--- config.mk ---
export PLATFORM = sky130hd
export DESIGN_NAME = irq_sticky_agg
export DESIGN_NICKNAME = d
export VERILOG_FILES = /design/src/rtl/irq_agg_pkg.sv /design/src/rtl/irq_agg_decode.sv /design/src/rtl/irq_agg_pending.sv /design/src/rtl/irq_agg_mask.sv /design/src/rtl/irq_agg_out.sv /design/src/rtl/irq_sticky_agg.sv
export SDC_FILE = /design/constraint.sdc
export NUM_CORES = 1
export LEC_CHECK = 0
export BUFFER_PORTS_ARGS = -buffer_cell sky130_fd_sc_hd__buf_2
export CELL_PAD_IN_SITES_DETAIL_PLACEMENT = 1
export CELL_PAD_IN_SITES_GLOBAL_PLACEMENT = 2
export CORE_ASPECT_RATIO = 2
export CORE_MARGIN = 2
export CORE_UTILIZATION = 29
export CTS_BUF_LIST = sky130_fd_sc_hd__clkbuf_8
export CTS_CLUSTER_DIAMETER = 150
export DETAILED_ROUTE_END_ITERATION = 8
export GPL_TIMING_DRIVEN = 1
export PLACE_DENSITY = 0.79
export RECOVER_POWER = 50
export REMOVE_ABC_BUFFERS = 1
export SLEW_MARGIN = 40
export SYNTH_ARGS = -nofsm -noshare
export SYNTH_HDL_FRONTEND = slang
export SYNTH_HIERARCHICAL = 1
export SYNTH_SLANG_ARGS = --single-unit
--- constraint.sdc ---
create_clock -name clk -period 1.8 [get_ports clk]
set_clock_uncertainty 0.05 [all_clocks]
set_input_delay 0.09 -clock clk [delete_from_list [all_inputs] [get_ports clk]]
set_output_delay 0.09 -clock clk [all_outputs]
set_load 0.02 [all_outputs]
--- src/rtl/irq_agg_pkg.sv ---
// Package: shared constants and types for the sticky interrupt aggregator.
// Assumes byte addressing with word registers at fixed offsets.
package irq_agg_pkg;

    localparam int unsigned SRC_COUNT   = 32;
    localparam int unsigned PORT_ADDR_W = 8;
    localparam int unsigned PEND_OFS    = 0;
    localparam int unsigned MASK_OFS    = 4;

    // Register selected by the current port address.
    typedef enum logic [1:0] {
        SEL_NONE = 2'd0,
        SEL_PEND = 2'd1,
        SEL_MASK = 2'd2
    } reg_sel_e;

endpackage

--- src/rtl/irq_agg_decode.sv ---
// Module: address decode and read-data multiplexer.
// Assumes a single-cycle port: the write strobe acts at the next clock edge
// and the read data is purely combinational from the address.
module irq_agg_decode
    import irq_agg_pkg::*;
#(
    parameter int unsigned DATA_W   = SRC_COUNT,
    parameter int unsigned ADDR_W   = PORT_ADDR_W,
    parameter int unsigned PEND_ADR = PEND_OFS,
    parameter int unsigned MASK_ADR = MASK_OFS
) (
    input  logic [ADDR_W-1:0] addr_i,
    input  logic              wr_en_i,
    input  logic [DATA_W-1:0] pend_i,
    input  logic [DATA_W-1:0] mask_i,
    output logic              pend_wr_o,
    output logic              mask_wr_o,
    output logic [DATA_W-1:0] rdata_o
);

    localparam logic [ADDR_W-1:0] PEND_A = ADDR_W'(PEND_ADR);
    localparam logic [ADDR_W-1:0] MASK_A = ADDR_W'(MASK_ADR);

    reg_sel_e sel;

    // Map the address to a register, or to none.
    always_comb begin
        if (addr_i == PEND_A)      sel = SEL_PEND;
        else if (addr_i == MASK_A) sel = SEL_MASK;
        else                       sel = SEL_NONE;
    end

    // Qualify the write strobe per register.
    always_comb begin
        pend_wr_o = wr_en_i && (sel == SEL_PEND);
        mask_wr_o = wr_en_i && (sel == SEL_MASK);
    end

    // Return register contents, zero for unmapped offsets.
    always_comb begin
        case (sel)
            SEL_PEND: rdata_o = pend_i;
            SEL_MASK: rdata_o = mask_i;
            default:  rdata_o = '0;
        endcase
    end

    // unmapped offsets never strobe a register
    always_comb begin
        AST_UNMAPPED_NO_WR: assert (!(sel == SEL_NONE && (pend_wr_o || mask_wr_o)));
    end

endmodule

--- src/rtl/irq_agg_pending.sv ---
// Module: sticky pending register, one bit per source.
// Assumes level sources sampled every clock; set has priority over clear.
module irq_agg_pending #(
    parameter int unsigned N = 32
) (
    input  logic         clk,
    input  logic         rst_n,
    input  logic [N-1:0] src_i,
    input  logic         wr_i,
    input  logic [N-1:0] wdata_i,
    output logic [N-1:0] pend_o
);

    logic [N-1:0] pend_q;

    for (genvar b = 0; b < N; b++) begin : g_bit
        // Latch source b, clear on a zero write unless the source is high.
        always_ff @(posedge clk) begin
            if (!rst_n)                    pend_q[b] <= 1'b0;
            else if (src_i[b])             pend_q[b] <= 1'b1;
            else if (wr_i && !wdata_i[b])  pend_q[b] <= 1'b0;
        end
    end

    assign pend_o = pend_q;

    AST_PEND_RESET: assert property (@(posedge clk) !rst_n |=> pend_q == '0);

    AST_PEND_CAPTURE: assert property (@(posedge clk) disable iff (!rst_n)
        (src_i != '0) |=> ((pend_q & $past(src_i)) == $past(src_i)));

    AST_PEND_STICKY: assert property (@(posedge clk) disable iff (!rst_n)
        (!wr_i && src_i == '0) |=> $stable(pend_q));

    AST_PEND_ACK: assert property (@(posedge clk) disable iff (!rst_n)
        (wr_i && src_i == '0) |=> pend_q == ($past(pend_q) & $past(wdata_i)));

    AST_PEND_SET_WINS: assert property (@(posedge clk) disable iff (!rst_n)
        wr_i |=> ((pend_q & $past(src_i)) == $past(src_i)));

endmodule

--- src/rtl/irq_agg_mask.sv ---
// Module: mask register, bit set means the source is unmasked.
// Assumes full-word writes; software does read-modify-write per bit.
module irq_agg_mask #(
    parameter int unsigned N = 32
) (
    input  logic         clk,
    input  logic         rst_n,
    input  logic         wr_i,
    input  logic [N-1:0] wdata_i,
    output logic [N-1:0] mask_o
);

    logic [N-1:0] mask_q;

    // Load the whole mask word on a write.
    always_ff @(posedge clk) begin
        if (!rst_n)    mask_q <= '0;
        else if (wr_i) mask_q <= wdata_i;
    end

    assign mask_o = mask_q;

    AST_MASK_RESET: assert property (@(posedge clk) !rst_n |=> mask_q == '0);

    AST_MASK_LOAD: assert property (@(posedge clk) disable iff (!rst_n)
        wr_i |=> mask_q == $past(wdata_i));

    AST_MASK_HOLD: assert property (@(posedge clk) disable iff (!rst_n)
        !wr_i |=> $stable(mask_q));

endmodule

--- src/rtl/irq_agg_out.sv ---
// Module: registered parent interrupt from pending AND mask.
// Assumes one cycle of latency is acceptable to the parent controller.
module irq_agg_out #(
    parameter int unsigned N = 32
) (
    input  logic         clk,
    input  logic         rst_n,
    input  logic [N-1:0] pend_i,
    input  logic [N-1:0] mask_i,
    output logic         irq_o
);

    logic irq_q;

    // Register the reduction of unmasked pending bits.
    always_ff @(posedge clk) begin
        if (!rst_n) irq_q <= 1'b0;
        else        irq_q <= |(pend_i & mask_i);
    end

    assign irq_o = irq_q;

    AST_IRQ_RESET: assert property (@(posedge clk) !rst_n |=> !irq_q);

    AST_IRQ_LAG: assert property (@(posedge clk) disable iff (!rst_n)
        1'b1 |=> irq_q == $past(|(pend_i & mask_i)));

    AST_IRQ_UNMASK: assert property (@(posedge clk) disable iff (!rst_n)
        ((pend_i & mask_i) != '0) |=> irq_q);

endmodule

--- src/rtl/irq_sticky_agg.sv ---
// Module: top of the masked sticky interrupt aggregator.
// Collects N level sources into one registered parent line through a
// pending register (offset 0) and a mask register (offset 4).
// Assumes synchronous active-low reset and a single-cycle register port.
module irq_sticky_agg
    import irq_agg_pkg::*;
#(
    parameter int unsigned N_SRC    = SRC_COUNT,
    parameter int unsigned ADDR_W   = PORT_ADDR_W,
    parameter int unsigned PEND_ADR = PEND_OFS,
    parameter int unsigned MASK_ADR = MASK_OFS
) (
    input  logic              clk,
    input  logic              rst_n,
    input  logic [N_SRC-1:0]  src_i,
    input  logic              wr_en_i,
    input  logic [ADDR_W-1:0] addr_i,
    input  logic [N_SRC-1:0]  wdata_i,
    output logic [N_SRC-1:0]  rdata_o,
    output logic              irq_o
);

    logic             pend_wr;
    logic             mask_wr;
    logic [N_SRC-1:0] pend;
    logic [N_SRC-1:0] mask;

    irq_agg_decode #(
        .DATA_W   (N_SRC),
        .ADDR_W   (ADDR_W),
        .PEND_ADR (PEND_ADR),
        .MASK_ADR (MASK_ADR)
    ) u_decode (
        .addr_i    (addr_i),
        .wr_en_i   (wr_en_i),
        .pend_i    (pend),
        .mask_i    (mask),
        .pend_wr_o (pend_wr),
        .mask_wr_o (mask_wr),
        .rdata_o   (rdata_o)
    );

    irq_agg_pending #(.N(N_SRC)) u_pending (
        .clk     (clk),
        .rst_n   (rst_n),
        .src_i   (src_i),
        .wr_i    (pend_wr),
        .wdata_i (wdata_i),
        .pend_o  (pend)
    );

    irq_agg_mask #(.N(N_SRC)) u_mask (
        .clk     (clk),
        .rst_n   (rst_n),
        .wr_i    (mask_wr),
        .wdata_i (wdata_i),
        .mask_o  (mask)
    );

    irq_agg_out #(.N(N_SRC)) u_out (
        .clk    (clk),
        .rst_n  (rst_n),
        .pend_i (pend),
        .mask_i (mask),
        .irq_o  (irq_o)
    );

    // a write to an unmapped offset leaves both registers unchanged
    AST_UNMAPPED_WR_IGNORED: assert property (@(posedge clk) disable iff (!rst_n)
        (wr_en_i && addr_i != ADDR_W'(PEND_ADR) && addr_i != ADDR_W'(MASK_ADR)
         && src_i == '0) |=> ($stable(pend) && $stable(mask)));

endmodule

# [Word level (Yosys, flattened, before mapping)]
# Index checks and enable logic that the tools add are counted.
[totals] in_bits=75 regBits=65
[classes] eq_ne=3 n_reduce_logical=100 n_bitwise=1 mux=67
[ops] cell="1-bit two-way mux" n=64
[ops] cell="32-bit case mux with 2 select lines" n=1
[ops] cell="2-bit nonzero test" n=32
[ops] cell="1-bit logical AND" n=34
[ops] cell="32-bit AND" n=1
[ops] cell="1-bit zero test" n=32
[ops] cell="32-bit OR reduction" n=1
[ops] cell="8-bit by 3-bit == test with 1-bit output, second input constant" n=1
[ops] cell="8-bit zero test" n=1
[ops] cell="2-bit two-way mux" n=2
[ops] cell="2-bit by 1-bit == test with 1-bit output, second input constant" n=1
[ops] cell="2-bit == test, second input constant" n=1

# [Logic depth before layout (Yosys ltp)]
[depth] word_depth=8 depth_mapped=8

# [Modules after synthesis]
# The synthesis kept the hierarchy.
[modules_own_cells] mod="irq_agg_pending" cells_per_inst=134 area_each_um2=1370.1 n_inst=1
[modules_own_cells] mod="irq_agg_mask" cells_per_inst=103 area_each_um2=1243.7 n_inst=1
[modules_own_cells] mod="irq_agg_decode" cells_per_inst=82 area_each_um2=775.7 n_inst=1
[modules_own_cells] mod="irq_agg_out" cells_per_inst=22 area_each_um2=181.4 n_inst=1

# [Worst setup path after synthesis]
# OpenSTA, ideal clock, no wires.
[synth_timing] path_type="input to register" from="in addr_i[4]" to="reg u_pending.pend_q[0] (netlist: u_pending/pend_o[0])" path_buffers=2 arrival_ns=1.762 t_required_ns=1.634 path_slack_ns=-0.128 stages=6 cell_sequence="or4_4 > buf_6 > nor4_1 > buf_6 > nor3b_2 > nor2_1"
[synth_between] elab_chain_len=7 elab_cells_between_ends=8 cone_classes="eq/ne (2); mux (2); reduce/logical (4)"
[synth_rtl] element="from (decl)" line="irq_sticky_agg.sv:17" source="input logic [ADDR_W-1:0] addr_i,"
[synth_rtl] element="8-bit by 3-bit == test with 1-bit output" line="irq_agg_decode.sv:29" source="else if (addr_i == MASK_A) sel = SEL_MASK;"
[synth_rtl] element="2-bit two-way mux" line="irq_agg_decode.sv:29"
[synth_rtl] element="2-bit two-way mux *" line="irq_agg_decode.sv:28" source="if (addr_i == PEND_A) sel = SEL_PEND;"
[synth_rtl] element="2-bit by 1-bit == test with 1-bit output *" line="irq_agg_decode.sv:35" source="pend_wr_o = wr_en_i && (sel == SEL_PEND);"
[synth_rtl] element="1-bit logical AND *" line="irq_agg_decode.sv:35"
[synth_rtl] element="via pend_wr" line="irq_sticky_agg.sv:23" source="logic pend_wr;"
[synth_rtl] element="1-bit logical AND *" line="irq_agg_pending.sv:21" source="else if (wr_i && !wdata_i[b]) pend_q[b] <= 1'b0;"
[synth_rtl] element="2-bit nonzero test (no source line) *"
[synth_rtl] element="to (signal, indexed assignment)" line="irq_agg_pending.sv:19" source="if (!rst_n) pend_q[b] <= 1'b0;"
[synth_rtl] element="to (signal, indexed assignment)" line="irq_agg_pending.sv:20" source="else if (src_i[b]) pend_q[b] <= 1'b1;"
[synth_rtl] element="to (signal, indexed assignment)" line="irq_agg_pending.sv:21"
[synth_rtl] element="to (decl)" line="irq_agg_pending.sv:14" source="logic [N-1:0] pend_q;"
# Mark *: on every way through the listed nets, which the timed path passes. The rest lies on a longest branch.
# A chain may end at the register's enable or synchronous reset.

# [Final worst setup path]
[layout_timing] from="in addr_i[4]" to="reg u_mask.mask_q[20] (netlist: u_mask/mask_o[20])"
[layout_between] elab_chain_len=5 elab_cells_between_ends=6 cone_classes="eq/ne (2); mux (2); reduce/logical (2)"
[layout_rtl] element="8-bit by 3-bit == test with 1-bit output" line="irq_agg_decode.sv:29"
[layout_rtl] element="2-bit two-way mux" line="irq_agg_decode.sv:29"
[layout_rtl] element="2-bit two-way mux *" line="irq_agg_decode.sv:28"
[layout_rtl] element="2-bit == test *" line="irq_agg_decode.sv:36" source="mask_wr_o = wr_en_i && (sel == SEL_MASK);"
[layout_rtl] element="1-bit logical AND *" line="irq_agg_decode.sv:36"
[layout_rtl] element="via mask_wr" line="irq_sticky_agg.sv:24" source="logic mask_wr;"
[layout_rtl] element="to (signal assigned)" line="irq_agg_mask.sv:18" source="else if (wr_i) mask_q <= wdata_i;"
[layout_rtl] element="to (decl)" line="irq_agg_mask.sv:13" source="logic [N-1:0] mask_q;"
# Marked as above.

==> run summary <==
The post-synthesis cell area came out at 0.00357 mm2. The first-pass GRT wire length is 17,800 um. The mean routed wirelength per cell is 17.1 um. The vias per cell is 4.82. The master cell of the clock root buffer is clkbuf_8.

The number of antenna violations at the first check in global routing is 0. Across all hold checks on the routed design, the worst slack comes to 0.170 ns. The worst path needs 1.67 ns of the cycle, external delays included. The clock passes through at most 2 buffers.

The power density over the cells came out at 648 mW/mm2. Setup repair after global routing left no endpoint under its margin. For the final routed database, the setup TNS stands at 0 ns. The leakage power came out at 0.00192 uW. The worst setup path is captured at a register. The slack of the critical path is 0.126 ns. The worst-case headroom to the max-slew limit came out at 69.3%. STA classifies the critical path startpoint as an input port. By area the synthesized netlist is led by dfxtp_1 (36%), mux2i_1 (18%), nor3b_2 (11%), nor3_2 (8.4%), nor2b_1 (5.6%). At the later pin of the worst-skew pair, clock insertion delay measures 0.35 ns. The pin count of the biggest net entering global routing is 66. The die width came out at 82.5 um.

The number of max-cap violations came out at 0. The part of the cycle the worst path needs came out at 93.0%. The data required time at the worst endpoint came out at 1.99 ns. The arrival time of the worst setup path came out at 1.86 ns. The global routing usage on met2 came out at 33.7%. TritonCTS built the clock tree. The hold violation count in the final report is 0. The fraction of layout cells with a size suffix above 1 came out at 35.3%. The via total after detailed routing is 3,193. The path class of the tightest hold or removal check is input port to register. In this run the core area contains 57 standard-cell rows. From bottom edge to top edge, the die measures 161 um. The layout filler cell count came out at 1,406. Traced cell by cell, the critical path runs through buf_2 -> or4_4 -> nor3_1 -> clkbuf_1 -> buf_12 -> mux2i_1 -> nor2b_1.

The clock tree synthesis step divided the H-tree into 3 levels. The slew of the pin with the lowest slew margin is 0.461 ns. The sequential fraction of the synthesis area came out at 36.4%. After global routing, the most crowded layer is met2. The total routing resource utilization after global routing is 17.9%. The final RePlAce weighted congestion came out at 0.784. The number of placed instances with taps included is 583. The final layout contains 586 nets. In this run, the number of DRC markers left after iteration 0 of detailed routing was 119.

The maximum resistive drop on vdd came out at 0.309 mV. The number of clock buffers added by TritonCTS is 9. The total half-perimeter wirelength after legalization and detailed placement is 8080 um. The sequential cells in the finished layout cover a total of 0.00130 mm2.

The post-synthesis instance total came out at 341. The count of non-filler cells in the finished layout is 663. The highest-delay cell along the critical path is or4_4. The number of cells on the worst hold path came out at 4. Based on the critical path, the design can be clocked at up to 0.597 GHz. The depth of the critical timing path with buffers and inverters included came out at 7. The max-slew violation count is 0.

The final number of setup-violating endpoints came out at 0. For this run, design rule violations remaining after detail routing come to 0. The number of different library cells in the post-synthesis netlist came out at 22. Synthesis inferred 65 register bits. The number of clock sinks is 65. The number of nets still failing antenna checks after routing came out at 0.

Along the worst path, the maximum fanout reaches 12. The post-CTS setup buffer count came out at 0. The largest stage delay on the critical path came out at 0.57 ns. After clock tree synthesis, the clock-pin slew on the worst setup and hold paths is 0.08 ns. Relative to the synthesized area, the layout overhead comes to 37.9%. The number of hold buffers added after cts is 64.

The final routed wirelength across all metal layers came out at 11,400 um. The met3 capacity usage during global routing is 3.48%. The port buffer count came out at 107. The average footprint of a synthesized cell came out at 10.5 um2.

The pre-CTS worst setup slack is -0.0106 ns. The routing usage on met1 is 18.0%. The number of antenna diodes is 0. The worst setup path is of the input port to register kind. Pin placement for this block handled 108 I/O pins.

The die area came out at 0.0133 mm2. The flow ran to the end, and the final reports show no timing, DRC or antenna violations. The number of warning messages in the yosys log came out at 6.

The area of the core region is 0.0121 mm2. The total power consumption of the routed design is 3190 uW. The cell taking the most area after synthesis is dfxtp_1. The worst reg2reg path depth is 3. The post-CTS resize count is 0. The initial cell density of the core came out at 29.6%. In this run the biggest area consumer among cell types represents 36.4% of the synthesized area.

Global routing finished with a remaining overflow of 0. The first-pass detailed-route iteration total is 4. The count of buffer and inverter cells on the critical path came out at 3. The via count of the first global-routing pass came out at 3,549. The multi-input combinational cells in the finished layout cover a total of 0.00194 mm2. On the critical path the largest part of the delay comes from simple AND/OR/NAND/NOR gates.
## power breakdown
part	leakage [uW]	internal (uW)	switching (uW)	total, uW
Combinational	0.00128	221	192	413
Clock	0.000102	667	579	1250
Sequential	0.000534	1490	41.1	1530
Total	0.00192	2380	812	3190
## synth_stat cells, drive strengths merged
cell and number:
buf 22, or4 1, nor4 1, inv 1, nor3b 32, nor2 32, a22oi 16, nor3 33
or3 1, dfxtp 65, o41a 1, o21ai 32, nor2b 32, nand2 1, mux2i 64, nand4 4
clkbuf 3
## metrics by stage
| step | instance area (um2) | utilization (%) |
|---|---|---|
| 2_1_floorplan | 3330 | - |
| 3_3_place_gp | 4200 | 34.8 |
| 3_5_place_dp | 4200 | 34.8 |
| 4_1_cts | 5030 | 41.8 |
| 5_1_grt | 4920 | 40.9 |
| 6_report | 4920 | 40.9 |
## layout make-up
class                           instances  share of cell area (%)
Inverter                                1                  0.0762
Timing Repair Buffer                  184                    26.4
Clock inverter                          6                    1.17
Multi-Input combinational cell        250                    39.4
Tap cell                              147                    3.73
Clock buffer                           10                    2.79
Sequential cell                        65                    26.4
## routing by layer
| metal | part of all wire [%] | vias up |
|---|---|---|
| met5 | 0 | - |
| met4 | 3.1 | 0 |
| met3 | 3.0 | 19 |
| met2 | 56 | 71 |
| met1 | 37 | 1542 |
| li1 | - | 1561 |
## path summary, 6_finish.rpt
kind | from | end | slack [ns]
max reg2reg | u_pending/pend_o[15]$_SDFFE_PN0P_ | u_out/irq_o$_SDFF_PN0_ | 0.39
max | addr_i[4] | u_mask/mask_o[20]$_SDFFE_PN0P_ | 0.13
min | rst_n | u_pending/pend_o[15]$_SDFFE_PN0P_ | 0.17
min reg2reg | u_mask/mask_o[26]$_SDFFE_PN0P_ | u_mask/mask_o[26]$_SDFFE_PN0P_ | 0.49
## cells by family (layout without fill, tap and decap cells)
| logic type | count (synthesis) | in the layout | share of synthesized area, % |
|---|---|---|---|
| muxes | 64 | 64 | 17.9 |
| DFF | 65 | 65 | 36.4 |
| buffers and inverters | 26 | 201 | 6.83 |
| and+or+nand+nor | 137 | 137 | 30.5 |
| AOI/OAI and AO/OA | 49 | 49 | 8.30 |
## flip-flops by register name, summed over array words and instances (netlist names)
name / cells
u_out/irq_o: 1
u_pending/pend_o: 32
u_mask/mask_o: 32
## placed cells by master, fill, tap and decap left out
master	count
nor2_1	32
dfxtp_1	65
clkbuf_1	2
clkbuf_8	10
nor2b_1	32
or3_2	1
nand4_1	4
a22oi_2	1
clkinvlp_4	1
buf_4	6
buf_12	3
bufinv_16	1
dlygate4sd3_1	64
o41a_1	1
or4_4	1
o21ai_0	32
nor3_2	30
clkinv_2	4
buf_2	106
nor3b_1	17
a22oi_1	15
nor3b_2	15
mux2i_1	64
nor4_1	1
nor3_1	3
clkbuf_2	3
inv_1	1
nand2_1	1
## worst register-to-register path, stage by stage (launching register included)
cell and delay (ns):
dfxtp_1 0.33, a22oi_1 0.31, nand4_1 0.16, o41a_1 0.44
No activity file was read; power rests on OpenSTA's default activity.
